**config.mk**
```make
export PLATFORM = sky130hd
export DESIGN_NAME = hist_binner
export DESIGN_NICKNAME = d
export VERILOG_FILES = /design/src/rtl/hist_pkg.sv /design/src/rtl/hist_ram.sv /design/src/rtl/hist_clr_walk.sv /design/src/rtl/hist_upd_pipe.sv /design/src/rtl/hist_binner.sv
export SDC_FILE = /design/constraint.sdc
export NUM_CORES = 1
export LEC_CHECK = 0
export CAP_MARGIN = 10
export CORE_MARGIN = 2
export CORE_UTILIZATION = 35
export DETAILED_ROUTE_END_ITERATION = 12
export PLACE_DENSITY = 0.52
export SYNTH_ARGS = -nofsm -noshare
export SYNTH_HDL_FRONTEND = slang
export SYNTH_HIERARCHICAL = 1
export SYNTH_SLANG_ARGS = --single-unit
```
**constraint.sdc**
```tcl
create_clock -name clk -period 5.61 [get_ports clk]
set_clock_uncertainty 0.05 [all_clocks]
set_input_delay 1.683 -clock clk [delete_from_list [all_inputs] [get_ports clk]]
set_output_delay 1.683 -clock clk [all_outputs]
set_load 0.03 [all_outputs]
```
**src/rtl/hist_pkg.sv**
```systemverilog
package hist_pkg;

    // Clear walker states
    typedef enum logic {
        WALK_IDLE = 1'b0,
        WALK_RUN  = 1'b1
    } walk_st_e;

    // Write-back stages that can still disagree with a RAM readback:
    // the write being issued and the write that landed on the read edge.
    localparam int WB_DEPTH = 2;

endpackage

```
**src/rtl/hist_ram.sv**
```systemverilog
module hist_ram #(
    parameter int DEPTH  = 16,
    parameter int ADDR_W = 4,
    parameter int DATA_W = 8
) (
    input  logic              clk,
    input  logic              we,
    input  logic [ADDR_W-1:0] waddr,
    input  logic [DATA_W-1:0] wdata,
    input  logic [ADDR_W-1:0] raddr,
    output logic [DATA_W-1:0] rdata
);

    logic [DATA_W-1:0] mem_q [DEPTH];

    // Write port
    always_ff @(posedge clk) begin
        if (we) begin
            mem_q[waddr] <= wdata;
        end
    end

    // Read port, one cycle latency, old data on a same-edge collision
    always_ff @(posedge clk) begin
        rdata <= mem_q[raddr];
    end

endmodule

```
**src/rtl/hist_clr_walk.sv**
```systemverilog
module hist_clr_walk
    import hist_pkg::*;
#(
    parameter int NUM_BINS = 16,
    parameter int ADDR_W   = 4
) (
    input  logic              clk,
    input  logic              rst,
    input  logic              req,
    output logic              busy,
    output logic [ADDR_W-1:0] addr
);

    localparam logic [ADDR_W-1:0] LAST_ADDR = ADDR_W'(NUM_BINS - 1);

    walk_st_e st_q;

    always_ff @(posedge clk) begin
        if (rst) begin
            st_q <= WALK_RUN;
            addr <= '0;
        end else begin
            case (st_q)
                WALK_IDLE: begin
                    if (req) begin
                        st_q <= WALK_RUN;
                        addr <= '0;
                    end
                end
                WALK_RUN: begin
                    if (addr == LAST_ADDR) begin
                        st_q <= WALK_IDLE;
                    end else begin
                        addr <= addr + 1'b1;
                    end
                end
                default: st_q <= WALK_IDLE;
            endcase
        end
    end

    assign busy = (st_q == WALK_RUN);

endmodule

```
**src/rtl/hist_upd_pipe.sv**
```systemverilog
module hist_upd_pipe
    import hist_pkg::*;
#(
    parameter int BIN_W = 4,
    parameter int CNT_W = 8
) (
    input  logic             clk,
    input  logic             rst,
    input  logic             flush,
    input  logic             in_vld,
    input  logic [BIN_W-1:0] in_bin,
    input  logic [CNT_W-1:0] rd_q,
    output logic             wr_en,
    output logic [BIN_W-1:0] wr_addr,
    output logic [CNT_W-1:0] wr_data
);

    typedef struct packed {
        logic             vld;
        logic [BIN_W-1:0] bin;
        logic [CNT_W-1:0] cnt;
    } wb_stage_t;

    // Read stage: address went to the RAM, data returns now
    logic             s1_vld;
    logic [BIN_W-1:0] s1_bin;

    // Write-back stages: [0] is being written, [1] was written on the
    // same edge that captured the current readback
    wb_stage_t wb_q [WB_DEPTH];

    logic [CNT_W-1:0] base_cnt;
    logic [CNT_W-1:0] next_cnt;

    // Forwarding: scan oldest to newest so the newest match wins
    always_comb begin
        base_cnt = rd_q;
        for (int i = WB_DEPTH - 1; i >= 0; i--) begin
            if (wb_q[i].vld && (wb_q[i].bin == s1_bin)) begin
                base_cnt = wb_q[i].cnt;
            end
        end
    end

    // Saturating increment
    always_comb begin
        if (base_cnt == {CNT_W{1'b1}}) begin
            next_cnt = base_cnt;
        end else begin
            next_cnt = base_cnt + 1'b1;
        end
    end

    always_ff @(posedge clk) begin
        if (rst || flush) begin
            s1_vld <= 1'b0;
            s1_bin <= '0;
        end else begin
            s1_vld <= in_vld;
            s1_bin <= in_bin;
        end
    end

    always_ff @(posedge clk) begin
        if (rst || flush) begin
            wb_q[0] <= '0;
        end else begin
            wb_q[0].vld <= s1_vld;
            wb_q[0].bin <= s1_bin;
            wb_q[0].cnt <= next_cnt;
        end
    end

    for (genvar g = 1; g < WB_DEPTH; g++) begin : g_wb_shift
        always_ff @(posedge clk) begin
            if (rst || flush) begin
                wb_q[g] <= '0;
            end else begin
                wb_q[g] <= wb_q[g-1];
            end
        end
    end

    assign wr_en   = wb_q[0].vld;
    assign wr_addr = wb_q[0].bin;
    assign wr_data = wb_q[0].cnt;

endmodule

```
**src/rtl/hist_binner.sv**
```systemverilog
module hist_binner
    import hist_pkg::*;
#(
    parameter int NUM_BINS = 16,
    parameter int CNT_W    = 8,
    localparam int BIN_W   = (NUM_BINS > 1) ? $clog2(NUM_BINS) : 1
) (
    input  logic             clk,
    input  logic             rst,
    input  logic             smp_valid,
    input  logic [BIN_W-1:0] smp_bin,
    input  logic             clr_req,
    output logic             busy,
    input  logic [BIN_W-1:0] host_addr,
    output logic [CNT_W-1:0] host_data
);

    logic             accept;
    logic             flush;
    logic [BIN_W-1:0] ram_raddr;
    logic [CNT_W-1:0] ram_rdata;
    logic             ram_we;
    logic [BIN_W-1:0] ram_waddr;
    logic [CNT_W-1:0] ram_wdata;

    logic             upd_we;
    logic [BIN_W-1:0] upd_addr;
    logic [CNT_W-1:0] upd_data;
    logic [BIN_W-1:0] walk_addr;

    assign accept    = smp_valid && !busy && !clr_req;
    assign flush     = busy || clr_req;
    assign ram_raddr = accept ? smp_bin : host_addr;

    hist_clr_walk #(
        .NUM_BINS (NUM_BINS),
        .ADDR_W   (BIN_W)
    ) walk_i (
        .clk  (clk),
        .rst  (rst),
        .req  (clr_req),
        .busy (busy),
        .addr (walk_addr)
    );

    hist_upd_pipe #(
        .BIN_W (BIN_W),
        .CNT_W (CNT_W)
    ) pipe_i (
        .clk     (clk),
        .rst     (rst),
        .flush   (flush),
        .in_vld  (accept),
        .in_bin  (smp_bin),
        .rd_q    (ram_rdata),
        .wr_en   (upd_we),
        .wr_addr (upd_addr),
        .wr_data (upd_data)
    );

    // Write port owner: the clear walk while busy, the pipeline otherwise
    always_comb begin
        if (busy) begin
            ram_we    = 1'b1;
            ram_waddr = walk_addr;
            ram_wdata = '0;
        end else begin
            ram_we    = upd_we;
            ram_waddr = upd_addr;
            ram_wdata = upd_data;
        end
    end

    hist_ram #(
        .DEPTH  (NUM_BINS),
        .ADDR_W (BIN_W),
        .DATA_W (CNT_W)
    ) ram_i (
        .clk   (clk),
        .we    (ram_we),
        .waddr (ram_waddr),
        .wdata (ram_wdata),
        .raddr (ram_raddr),
        .rdata (ram_rdata)
    );

    assign host_data = ram_rdata;

endmodule

```
; Word-level counts from Yosys, hierarchy flattened
; Memories as Yosys holds them, arrays and structs flattened. A register that Yosys moved wholly into a read port is not among the register bits.
; Cells that the tools add are included.
; W data, S select, Z words.
[classes]
n_addsub = 2
n_eq_ne = 6
mux = 22
bitwise = 5
n_reduce_logical = 9
[ops]
columns = cell, count
row1 = $mux W8, 5
row2 = $mux W4, 5
row3 = $mux W13, 1
row4 = $mux W1, 9
row5 = $add A8 B1 Y8 const B, 1
row6 = $eq A4 B4 Y1, 2
row7 = $eq A8 B8 Y1 const B, 1
row8 = $pmux W4 S2, 1
row9 = $add A4 B1 Y4 const B, 1
row10 = $eq A4 B4 Y1 const B, 1
row11 = $logic_and A1 B1 Y1, 4
row12 = $ne A2 B2 Y1 const B, 2
row13 = $or A1 B1 Y1, 4
row14 = $logic_not A1 Y1, 2
row15 = $logic_or A1 B1 Y1, 2
row16 = $pmux W1 S2, 1
row17 = $reduce_and A2 Y1, 1
row18 = $not A1 Y1, 1
[totals]
regBits = 10
ramBits = 154
inputBits = 12
word_cells = 50
mem_count = 2
[mem_list]
columns = name, words, width, rd, rd_clocked_by_memory_dff, write_ports, line
row1 = ram_i.mem_q, 16, 8, 1, 1, 1, hist_ram.sv:14  ; logic [DATA_W-1:0] mem_q [DEPTH];
row2 = pipe_i.wb_q, 2, 13, 2, 0, 2, hist_upd_pipe.sv:30  ; wb_stage_t wb_q [WB_DEPTH];

; Depth between registers and ports, before layout
; Gate-level depths: netlist of run 1.
; An unclocked memory read counts as a cell.
[depth]
depth_word = 8
ltp_mapped = 8

; Cells and area by module
; Netlist of run 1, hierarchy kept.
[by_module_without_submodules]
columns = module, n_inst, cells_each, area_per_inst_um2, seq_area_each_um2
row1 = hist_ram, 1, 229, 5147.4, 4003.8
row2 = hist_upd_pipe, 1, 168, 1488.9, 620.6
row3 = hist_clr_walk, 1, 24, 231.5, 100.1
row4 = hist_binner, 1, 21, 186.4, 0.0

; Least setup slack after synthesis of run 1
; No wires, ideal clock.
[synth_path]
kind = input port to flip-flop
from = input port clr_req
to = register ram_i.rdata[1] (read register of ram_i.mem_q)
setup_ps = 120
arrival_time_ps = 3226
t_required_ps = 5440
path_slack_ps = 2215
path_stages = 7
path_cell_list = nor3b_4 mux2_2 buf_6 buf_6 mux4_1 a22oi_1 nand2_1
[synth_via]
elab_chain_len = 3
[synth_rtl]
columns = element, line
row1 = "start, declared", hist_binner.sv:12  ; input logic clr_req,
row2 = $logic_not A1 Y1, hist_binner.sv:31  ; assign accept = smp_valid && !busy && !clr_req;
row3 = $logic_and A1 B1 Y1, hist_binner.sv:31
row4 = $mux W4, hist_binner.sv:33  ; assign ram_raddr = accept ? smp_bin : host_addr;
row5 = named net ram_raddr[0], hist_binner.sv:20  ; logic [BIN_W-1:0] ram_raddr;
row6 = "end, declared", hist_ram.sv:11  ; output logic [DATA_W-1:0] rdata
; The timed path passes the listed nets, and every way through them passes these cells.
; A chain may end at the register's enable or synchronous reset.

; Worst setup path after layout of run 1
[layout_path]
from = input port clr_req
to = register ram_i.rdata[0] (read register of ram_i.mem_q)
[layout_via]
elab_chain_len = 3
[layout_rtl]
columns = element, line
row1 = $logic_not A1 Y1, hist_binner.sv:31
row2 = $logic_and A1 B1 Y1, hist_binner.sv:31
row3 = named net accept, hist_binner.sv:18  ; logic accept;
row4 = $mux W4, hist_binner.sv:33
row5 = named net ram_raddr[0], hist_binner.sv:20
; The timed path passes the listed nets, and every way through them passes these cells.

==> metrics.cfg, run 1 <==
[setup_path]
worstSetupPathType = in -> reg
startpoint = clr_req
crit_arrival_ns = 4.26
critPathMaxFanout = 32
reg2regPathDepth = 6
r2r_end = ram_i/rdata[0]
cpPeakStageDelay_ns = 0.64
crit_path_end = ram_i/rdata[0]
end_kind = flip-flop
cp-start-kind = primary input
path_cells = clkdlybuf4s50_1 > nor3b_4 > mux2_2 > buf_4 > mux4_1 > a22oi_1 > nand2_1
worstReg2RegStart = walk_i/busy
crit_slowest_cell = mux4_1
reg2reg_slack_ns = 2.57
crit_required_ns = 5.85

[global_routing]
grt.total_usage = 0.140
grt_max_degree = 33
grt_pass1_vias = 3798
grt_pass1_wl_microns = 22300
grt-ovfl-total = 0
antenna_found_initial = 0

[placement]
place_area_sq_mm = 0.00748
hpwlAfterDp_microns = 9670
globalplace.congestion = 0.749
io_buffers = 20

[sta]
tns_ns = 0
fin_crit_sh = 0.717
fin_crit_ns = 4.02
finalHoldViolCount = 0
drv_slew = 0
setup_viol = 0
tightest_slew_ns = 1.15
fmax_mhz = 249
max_slew_margin = 0.230
rsz0062_at_grt = no

[finish]
fill_cells = 1807
nets = 481
diodes = 0
final_common_cell = edfxtp_1
final_area_sq_mm = 0.00808
fin_util = 0.412
area_growth_pct = 14.5
layout_common_cells = edfxtp_1, dfxtp_1, nor2_1, and2_1, nand2_1
layout-drive-gt1-share = 0.168

[clocking]
clk-insertion-delay-late_ns = 0.42
cts_buffers = 17
path_clk_slew_ns = 0.06
postCtsSetupRepairBufs = 0
cts_resized = 0
cts_buffer_depth = 2
holdBufCountCts = 0
cts-root-buf = clkbuf_16
htree_num_levels = 4
cts_sinks = 172
cts_tree = done

[synthesis]
synth-adder-area-share = 0.00177
synth_xor_xnor_area_share = 0.00993
synth_warnings = 6
yosysUniqueCellTypes = 56
syn-mean-instance-area_sq_um = 16.0
synth-main-ff-cell = edfxtp_1
synth.cell_area_sq_mm = 0.00705
yosysSeqAreaShare = 0.670
yosys.area_share.simple = 0.106
synth_seq_cells = 172
syn-instance-count = 442
synth_edf_count = 128
muxShareOfSynthArea = 0.131
synth_top_family_by_area = multiplexers
synth_compound_area_frac = 0.0591
synth_fp_nets = 455
synthArstFlopShare = 0

[die]
core_area_sq_mm = 0.0196
pin_count = 21
initial_core_util = 0.360
die_width_microns = 146
die-area_sq_mm = 0.0213
die_h_microns = 146
rows = 51

[power_and_ir_drop]
p_leak_nw = 2.45
peakVddDrop_mv = 0.156
power.density_mw_per_mm2 = 332

[outcome]
status = complete, no violations

[routing]
post-route-drc-count = 0
firstDrtPassIters = 5
routed_wl_microns = 14400
routed_via_density = 5.13
antenna_left = 0
wl_per_cell_microns = 19.3
dr_total_vias = 3829
drt_iter0_drc = 325

[run]
maxCapViolCount = 0

[worst_hold_path]
hp-class = reg -> reg

[report_power, final]
group	total [W]	switching [W]	internal [W]
sequential	0.00139	0.0000131	0.00138
combinational	0.000119	0.0000663	0.0000526
clock	0.00117	0.000493	0.000678
total	0.00268	0.000572	0.00211
[flip-flops by register name, summed over array words and instances (netlist names)]
register       flops
walk_i/busy        1
pipe_i/s1_vld      1
pipe_i/s1_bin      4
ram_i/rdata        8
pipe_i/wb_q       26
ram_i/mem_q      128
walk_i/addr        4
[cell families after synthesis]
group	after synthesis
AO/OA/AOI/OAI	59
multiplexers	46
flip-flops	172
AND/OR/NAND/NOR	136
XOR/XNOR	8
adder cells (fa/ha/maj)	1
buffers and inverters	20
[per-stage QoR]
| stage | power (W) | cells | setup slack (ns) | hold slack (ns) |
|---|---|---|---|---|
| 2_1_floorplan | 0.00150 | 442 | 2.21 | 0.356 |
| 3_3_place_gp | 0.00154 | 714 | 1.21 | 0.359 |
| 3_5_place_dp | 0.00154 | 714 | 1.15 | 0.369 |
| 4_1_cts | 0.00271 | 746 | 1.60 | 0.383 |
| 5_1_grt | 0.00278 | 746 | 1.41 | 0.410 |
| 6_report | 0.00268 | 746 | 1.59 | 0.378 |
[how the worst min path moves through the flow]
stage                             start                  to  slack (ns)  cells past startpoint
after global placement    pipe_i/s1_vld  pipe_i/wb_q[0][12]        0.36                      1
after global routing      pipe_i/s1_vld  pipe_i/wb_q[0][12]        0.41                      1
final                     pipe_i/s1_vld  pipe_i/wb_q[0][12]        0.38                      1
after detailed placement  pipe_i/s1_vld  pipe_i/wb_q[0][12]        0.37                      1
after floorplan           pipe_i/s1_vld  pipe_i/wb_q[0][12]        0.36                      1
after CTS                 pipe_i/s1_vld  pipe_i/wb_q[0][12]        0.38                      1
[Yosys cell counts, drive strengths merged (2+ instances only)]
master | number | share of area
edfxtp | 128 | 0.54
dfxtp | 44 | 0.12
mux4 | 32 | 0.11
nor2 | 27 | 0.015
and2 | 26 | 0.023
nand2 | 23 | 0.013
a22oi | 16 | 0.017
nand3 | 12 | 0.0092
a21oi | 11 | 0.0078
nor2b | 11 | 0.010
nor3 | 11 | 0.0078
o21ai | 11 | 0.0078
buf | 10 | 0.013
a31oi | 9 | 0.012
mux2 | 9 | 0.014
xnor2 | 8 | 0.0099
clkbuf | 6 | 0.0046
mux2i | 5 | 0.0071
nand4 | 5 | 0.0044
or2 | 4 | 0.0039
a211oi | 3 | 0.0032
clkdlybuf4s25 | 3 | 0.0043
nand2b | 3 | 0.0027
nor3b | 3 | 0.0048
a21o | 2 | 0.0023
nand3b | 2 | 0.0021
o211ai | 2 | 0.0021
or3b | 2 | 0.0025
[worst max-delay path, delay by kind of cell]
family	cells	cell delay (ns)
muxes	2	0.84
buffers and inverters	2	0.97
and+or+nand+nor	2	0.38
AOI/OAI and AO/OA	1	0.35
[metal layers]
layer / up-vias / routed length, microns / global-route usage
met5: - / 0 / 0
met4: 0 / 157 / 0.0413
met3: 10 / 557 / 0.0417
met2: 70 / 6870 / 0.216
met1: 1966 / 6820 / 0.193
li1: 1783 / - / -
[cell type report]
type	count	area [sq um]	share of cell area
inverters	1	3.75	0.000465
repair buffers	26	245	0.0304
multi-input cells	250	2180	0.270
flip-flops and latches	172	4720	0.585
clock buffers	18	439	0.0544
well taps	265	332	0.0410
clock inverters	14	156	0.0194
Note: power is estimated with default switching activity, not from simulation.
==> run 2, diff against run 1 <==
Clock period 5.61 ns to 3.7 ns, I/O delays scaled along.
==> run 2 against run 1 <==
  * Utilization is 0.45 points higher
  * Design area grew 1.1%
  * Flip-flop and latch count unchanged
  * Routed wire length is 1.2% higher
  * Die area did not move
  * Register-to-register slack got worse by 1.6 ns
  * Sequential power grew 52%
  * Largest power group unchanged
  * Largest cell class unchanged
  * First-iteration DRC count down 8.3%
==> metrics.cfg, run 2 (synthesis results as in run 1) <==
[outcome]
status = complete, no violations

[finish]
final_common_cell = edfxtp_1
layout-drive-gt1-share = 0.190
diodes = 0
area_growth_pct = 15.8
multi_input_area_sq_mm = 0.00217
top_regs = ram_i/mem_q x128, pipe_i/wb_q x26, ram_i/rdata x8
layout_common_cells = edfxtp_1, dfxtp_1, nor2_1, and2_1, nand2_1
largest_register_ffs = 128
seq_area_sq_mm = 0.00472
fill_cells = 1760
regMostFlops = ram_i/mem_q
fin_util = 0.417
nets = 494

[sta]
fmax_mhz = 306
fin_crit_ns = 3.27
rsz0062_at_grt = no
max_slew_margin = 0.260
postLayoutSetupSlackWorst_ns = 0.435
fin_crit_sh = 0.883
tightest_slew_ns = 1.11
drv_slew = 0
tns_ns = 0
setup_viol = 0
finalHoldViolCount = 0

[clocking]
holdBufCountCts = 0
cts_resized = 0
cts_sinks = 172
cts_buffers = 17
htree_num_levels = 4
path_clk_slew_ns = 0.07
postCtsSetupRepairBufs = 0
cts-root-buf = clkbuf_16
clk-insertion-delay-late_ns = 0.43
cts_buffer_depth = 2
cts_tree = done

[setup_path]
crit_required_ns = 2.54
crit_slowest_cell = dfxtp_1
path_buf_inv = 1
crit_arrival_ns = 2.11
cp-start-kind = flip-flop
crit_family = flip-flops
worstSetupPathType = reg -> out
end_kind = output port
critPathMaxFanout = 21
path_cells = clkdlybuf4s50_1
cpPeakStageDelay_ns = 0.86

[die]
die-area_sq_mm = 0.0213
core_area_sq_mm = 0.0196
die_h_microns = 146
rows = 51
initial_core_util = 0.360
die_width_microns = 146
pin_count = 21

[power_and_ir_drop]
p_int_w = 0.00308
switchingPower_w = 0.000945
peakVddDrop_mv = 0.290
p_clk_frac = 0.428
sw_frac_of_total = 0.235
power_frac_comb = 0.047
seq_power_share = 0.525
power.density_mw_per_mm2 = 492
p_leak_nw = 2.51

[global_routing]
met1_usage = 0.192
grt_pass1_vias = 3898
use_met3 = 0.0307
grt-ovfl-total = 0
grt_max_degree = 33
busiest_layer = met2
grt_pass1_wl_microns = 22800
antenna_found_initial = 0
grt.total_usage = 0.143
grt_use_met2 = 0.230

[routing]
antenna_left = 0
routed_wl_microns = 14600
post-route-drc-count = 0
routed_via_density = 5.05
drt_iter0_drc = 298
firstDrtPassIters = 5
wl_per_cell_microns = 19.2
dr_total_vias = 3835

[run]
maxCapViolCount = 0

[placement]
dp_slack_ns = 0.106
io_buffers = 20
hpwlAfterDp_microns = 9860
globalplace.congestion = 0.762

[worst_hold_path]
hp-class = reg -> reg

## run 2: worst paths after layout
kind                 startpoint            endpoint  slack, ns  cells past startpoint
hold / removal    pipe_i/s1_vld  pipe_i/wb_q[0][12]       0.38                      1
hold reg to reg   pipe_i/s1_vld  pipe_i/wb_q[0][12]       0.38                      1
setup / recovery    walk_i/busy                busy       0.43                      1
setup reg to reg    walk_i/busy      ram_i/rdata[1]       0.95                      6
## run 2: cell type report
| cell class | instances | area share |
|---|---|---|
| multi-input cells | 250 | 0.266 |
| flip-flops and latches | 172 | 0.578 |
| clock buffers | 17 | 0.0521 |
| clock inverters | 15 | 0.0188 |
| well taps | 265 | 0.0406 |
| inverters | 1 | 0.000460 |
| repair buffers | 39 | 0.0435 |
## run 2: per-stage QoR
step                hold slack, ns  instance area [sq um]  instances  power [W]
floorplan                    0.356                   7050        442    0.00227
global placement             0.366                   7590        727    0.00234
detailed placement           0.368                   7590        727    0.00235
CTS                          0.384                   8170        759    0.00406
global route                 0.417                   8170        759    0.00416
finish                       0.379                   8170        759    0.00402
## run 2: metal layers
| metal | share of wire | wire, microns |
|---|---|---|
| met5 | 0 | 0 |
| met1 | 0.47 | 6790 |
| met2 | 0.48 | 7050 |
| met3 | 0.037 | 537 |
| met4 | 0.013 | 185 |
## run 2: power by group through the flow
stage                     clock network (W)  logic, W  registers (W)
after floorplan                           0  0.000112        0.00216
after global placement                    0  0.000191        0.00215
after detailed placement                  0  0.000193        0.00215
after CTS                           0.00176  0.000193        0.00211
after global routing                0.00184  0.000205        0.00211
final                               0.00172  0.000190        0.00211
